**config.mk**
```make
export PLATFORM = sky130hd
export DESIGN_NAME = rxerr_collect
export DESIGN_NICKNAME = d
export VERILOG_FILES = /design/src/rtl/rxerr_pkg.sv /design/src/rtl/rxerr_accum.sv /design/src/rtl/rxerr_compose.sv /design/src/rtl/rxerr_collect.sv
export SDC_FILE = /design/constraint.sdc
export NUM_CORES = 1
export LEC_CHECK = 0
export ABC_CLOCK_PERIOD_IN_PS = 1250
export BUFFER_PORTS_ARGS = -buffer_cell sky130_fd_sc_hd__buf_2
export CORE_MARGIN = 1
export CORE_UTILIZATION = 40
export CTS_CLUSTER_SIZE = 10
export DETAILED_ROUTE_END_ITERATION = 6
export GPL_ROUTABILITY_DRIVEN = 0
export PLACE_DENSITY = 0.71
export SLEW_MARGIN = 5
export SYNTH_ARGS = -nofsm -noshare
export SYNTH_HDL_FRONTEND = slang
export SYNTH_SLANG_ARGS = --single-unit
```
**constraint.sdc**
```tcl
create_clock -name clk -period 1.25 [get_ports clk]
set_input_delay 0.25 -clock clk [delete_from_list [all_inputs] [get_ports clk]]
set_output_delay 0.25 -clock clk [all_outputs]
set_load 0.02 [all_outputs]
```
**src/rtl/rxerr_pkg.sv**
```systemverilog
package rxerr_pkg;
  localparam int EV_N   = 10;
  localparam int EV_CRC = 0;
  localparam int EV_ALN = 1;
  localparam int EV_SYM = 2;
  localparam int EV_SEQ = 3;
  localparam int EV_CXT = 4;
  localparam int EV_PHY = 5;
  localparam int EV_IPB = 6;
  localparam int EV_IPC = 7;
  localparam int EV_L4B = 8;
  localparam int EV_L4C = 9;

  localparam int ERR_W  = 8;
  localparam int B_CRC  = 0;
  localparam int B_SYM  = 1;
  localparam int B_SEQ  = 2;
  localparam int B_RSV  = 3;
  localparam int B_CXT  = 4;
  localparam int B_L4   = 5;
  localparam int B_IP   = 6;
  localparam int B_PHY  = 7;

  typedef struct packed {
    logic store_bad;
    logic ip_en;
    logic l4_en;
  } rxerr_cfg_t;
endpackage

```
**src/rtl/rxerr_accum.sv**
```systemverilog
module rxerr_accum #(
  parameter int W = 10
) (
  input  logic         clk,
  input  logic         rst,
  input  logic         act,
  input  logic         eop,
  input  logic [W-1:0] ev,
  output logic [W-1:0] merged
);
  logic [W-1:0] flags;

  for (genvar i = 0; i < W; i++) begin : g_bit
    always_ff @(posedge clk) begin
      if (rst || eop)
        flags[i] <= 1'b0;
      else if (act && ev[i])
        flags[i] <= 1'b1;
    end
    assign merged[i] = flags[i] | ev[i];
  end
endmodule

```
**src/rtl/rxerr_compose.sv**
```systemverilog
module rxerr_compose
  import rxerr_pkg::*;
(
  input  logic [EV_N-1:0]  ev,
  input  rxerr_cfg_t       cfg,
  output logic [ERR_W-1:0] err,
  output logic             drop
);
  always_comb begin
    err        = '0;
    err[B_CRC] = ev[EV_CRC] | ev[EV_ALN];
    err[B_SYM] = ev[EV_SYM];
    err[B_SEQ] = ev[EV_SEQ];
    err[B_RSV] = 1'b0;
    err[B_CXT] = ev[EV_CXT];
    err[B_L4]  = ev[EV_L4B] & ev[EV_L4C] & cfg.l4_en;
    err[B_IP]  = ev[EV_IPB] & ev[EV_IPC] & cfg.ip_en;
    err[B_PHY] = ev[EV_PHY] & cfg.store_bad;
    drop       = (err[B_CRC] | err[B_SYM] | err[B_SEQ] | err[B_CXT])
                 & ~cfg.store_bad;
  end
endmodule

```
**src/rtl/rxerr_collect.sv**
```systemverilog
module rxerr_collect
  import rxerr_pkg::*;
(
  input  logic       clk,
  input  logic       rst,
  input  logic       pkt_act,
  input  logic       eop,
  input  logic       crc_err,
  input  logic       align_err,
  input  logic       sym_err,
  input  logic       seq_err,
  input  logic       cext_err,
  input  logic       phy_err,
  input  logic       ip_ck_bad,
  input  logic       ip_ck_done,
  input  logic       l4_ck_bad,
  input  logic       l4_ck_done,
  input  logic [2:0] cfg,
  output logic       wb_stb,
  output logic       wb_eop,
  output logic       wb_dd,
  output logic [7:0] wb_err,
  output logic       wb_drop
);
  logic [EV_N-1:0]  ev_now;
  logic [EV_N-1:0]  ev_all;
  logic [ERR_W-1:0] err_c;
  logic             drop_c;
  rxerr_cfg_t       cfg_s;

  assign cfg_s = rxerr_cfg_t'(cfg);

  always_comb begin
    ev_now         = '0;
    ev_now[EV_CRC] = crc_err;
    ev_now[EV_ALN] = align_err;
    ev_now[EV_SYM] = sym_err;
    ev_now[EV_SEQ] = seq_err;
    ev_now[EV_CXT] = cext_err;
    ev_now[EV_PHY] = phy_err;
    ev_now[EV_IPB] = ip_ck_bad;
    ev_now[EV_IPC] = ip_ck_done;
    ev_now[EV_L4B] = l4_ck_bad;
    ev_now[EV_L4C] = l4_ck_done;
  end

  rxerr_accum #(.W(EV_N)) u_acc (
    .clk    (clk),
    .rst    (rst),
    .act    (pkt_act),
    .eop    (eop),
    .ev     (ev_now),
    .merged (ev_all)
  );

  rxerr_compose u_cmp (
    .ev   (ev_all),
    .cfg  (cfg_s),
    .err  (err_c),
    .drop (drop_c)
  );

  always_ff @(posedge clk) begin
    if (rst) begin
      wb_stb  <= 1'b0;
      wb_eop  <= 1'b0;
      wb_dd   <= 1'b0;
      wb_err  <= '0;
      wb_drop <= 1'b0;
    end else begin
      wb_stb  <= eop;
      wb_eop  <= eop;
      wb_dd   <= eop;
      wb_err  <= eop ? err_c : '0;
      wb_drop <= eop & drop_c;
    end
  end
endmodule

```
==> impl_metrics.tcl <==
set metrics [dict create \
    setup_ws_ns 0.202 \
    rows 13 \
    switching_share_pct 24.4 \
    p_sw_w 0.000256 \
    finalCritPeriodShare_pct 83.8 \
    worstHoldPathCells 2 \
    grt_usage_pct 13.8 \
    total_power_w 0.00105 \
    critPathMaxFanout 1 \
    post_cts_resized 0 \
    rsz0062_at_grt "no" \
    min_to "wb_drop$_SDFF_PP0_" \
    seq_power_share_pct 60.5 \
    pwr-share-clk_pct 28.4 \
    nNetsFinal 110 \
    cts_buffer_depth 2 \
    die_y_um 41.6 \
    crit_path_end_kind "primary output" \
    crit_type "flop to primary output" \
    syn_area_um2 628 \
    r2r_slack_ns 0.24 \
    ant_nets 0 \
    die_area_um2 1730 \
    min_from "cfg[2]" \
    num_io_pins 29 \
    fmax_mhz 954 \
    grt_pass1_wl_um 1800 \
    drv_cap 0 \
    syn-mean-instance-area_um2 9.37 \
    clock_latency_ns 0.30 \
    mostFrequentLayoutCell "buf_2" \
    ys_ff_latch 19 \
    drt-total-wl_um 1070 \
    slowest_stage "dfxtp_1" \
    vias 497 \
    drc 0 \
    grt.overflow.total 0 \
    drt_iter0_markers 4 \
    critPathBufInv 1 \
    syn_to_final_growth_pct 21.1 \
    clock-sinks 19 \
    cp_top_family "flip-flops" \
    reg2regPathDepth 2 \
    routed_via_density 4.64 \
    worstPathArrival_ns 0.80 \
    setup_viol 0 \
    pwr-share-comb_pct 11.1 \
    core_area_um2 1380 \
    cts-root-buf "clkbuf_4" \
    htreeDepth 1 \
    synth_cell_type_count 14 \
    dp_slack_ns 0.236 \
    cts-buffers-inserted 3 \
    cp-start-kind "flop" \
    synth_nets 84 \
    slowest_delay_ns 0.34 \
    grt_pass1_vias 444 \
    antenna_found_initial 0 \
    postCtsHoldBufs 0 \
    placed_area_um2 733 \
    hold_path_class "input port to flop" \
    p_per_area_nw_per_um2 1380 \
    required_ns 1.00 \
    clk_pin_slew_worst_paths_ns 0.10 \
    finalHoldViolCount 0 \
    start_util_pct 45.4 \
    cts_setup_buffers 0 \
    setup_tns_ns 0 \
    drive_gt1_share_pct 34.8 \
    cts_tree "yes" \
    port_buffers 27 \
    power.leakage_nw 0.368 \
    crit_chain "buf_2" \
    syn-instance-count 67 \
    design_area_um2 761 \
    r2r-end "wb_drop$_SDFF_PP0_" \
    wire_per_inst_um 10.0 \
    first_pass_iters 2 \
    ys_seq_area_share_pct 60.6 \
    intPower_w 0.000795 \
    post-route-min-period_ns 1.05 \
    dp_hpwl_um 833 \
    antenna_cells 0 \
    ir_worst_vdd_v 0.000926 \
    post-route-util_pct 55.0 \
    die-width_um 41.6 \
    yosys_warnings 0 \
    fin_skew_ns 0.00760 \
    worst_r2r_startpoint "u_acc.flags[0]$_SDFFE_PP0P_" \
    slew_violations 0 \
    grt_max_degree 12 \
    status "completed" \
    layout_common_cells "buf_2 (27), nor2_1 (20), dfxtp_1 (19)" \
]
[synthesized netlist by cell type]
library cell	instances	area [µm²]
inv_1	1	3.75
conb_1	1	3.75
dfxtp_1	19	380
o21ai_0	3	15.0
or2_1	1	6.26
a311oi_1	1	8.76
nand2b_4	1	13.8
nor3_1	2	10.0
clkbuf_1	1	3.75
buf_4	3	22.5
nor2_1	20	75.1
a21oi_1	10	50.1
buf_6	2	22.5
nor4_1	2	12.5
[layer usage]
layer	part of all wire (%)	vias up	track usage (%)	wire, µm
met4	1.4	0	5.81	15
met3	6.4	2	6.52	69
met1	45	213	17.2	485
li1	-	264	-	-
met2	47	18	20.3	503
met5	0	-	0	0
[per-stage QoR]
stage / std cells / hold slack, ns
finish: 107 / 0.119
CTS: 107 / 0.110
floorplan: 67 / 0.322
global placement: 103 / 0.442
detailed placement: 103 / 0.439
global route: 107 / 0.117
[worst reg2reg max path, delay by kind of cell (launching register included)]
kind | cells | cell delay [ns]
simple gates | 1 | 0.41
compound gates | 1 | 0.16
flops | 1 | 0.32
[registers in the layout, summed over array words and instances, names as in the netlist]
signal       count
wb_drop          1
wb_dd            1
wb_err           7
u_acc.flags     10
[area by class of cell]
cell class,instances,area [µm²]
Clock buffer,3,22.5
Clock inverter,1,5.00
Fill cell,143,622
Inverter,1,3.75
Multi-Input combinational cell,41,195
Sequential cell,19,380
Tap cell,15,18.8
Timing Repair Buffer,27,135
[power groups by stage]
stage	Sequential [W]	Combinational [W]	Clock, W
floorplan	0.000665	0.0000649	0
global placement	0.000650	0.000115	0
detailed placement	0.000651	0.000118	0
CTS	0.000637	0.000118	0.000312
global route	0.000640	0.000129	0.000340
finish	0.000637	0.000116	0.000299
[worst max-delay path by stage]
stage / depth (start not counted) / endpoint / start / slack [ns]
after detailed placement: 3 / wb_drop$_SDFF_PP0_ / crc_err / 0.24
after CTS: 1 / wb_drop / wb_drop$_SDFF_PP0_ / 0.19
after global routing: 1 / wb_stb / wb_dd$_SDFF_PP0_ / 0.15
final: 1 / wb_drop / wb_drop$_SDFF_PP0_ / 0.20
after floorplan: 2 / wb_drop$_SDFF_PP0_ / u_acc.flags[0]$_SDFFE_PP0P_ / 0.38
after global placement: 3 / wb_drop$_SDFF_PP0_ / crc_err / 0.32
[logic make-up (layout without fill, tap and decap cells)]
kind of cell	count (synthesis)	count (layout)	synth area share, %
flops	19	19	60.6
simple gates	26	26	18.7
other cells	1	1	0.597
buf+inv	7	32	8.36
compound gates	14	14	11.8
Note: power is estimated with default switching activity, not from simulation.
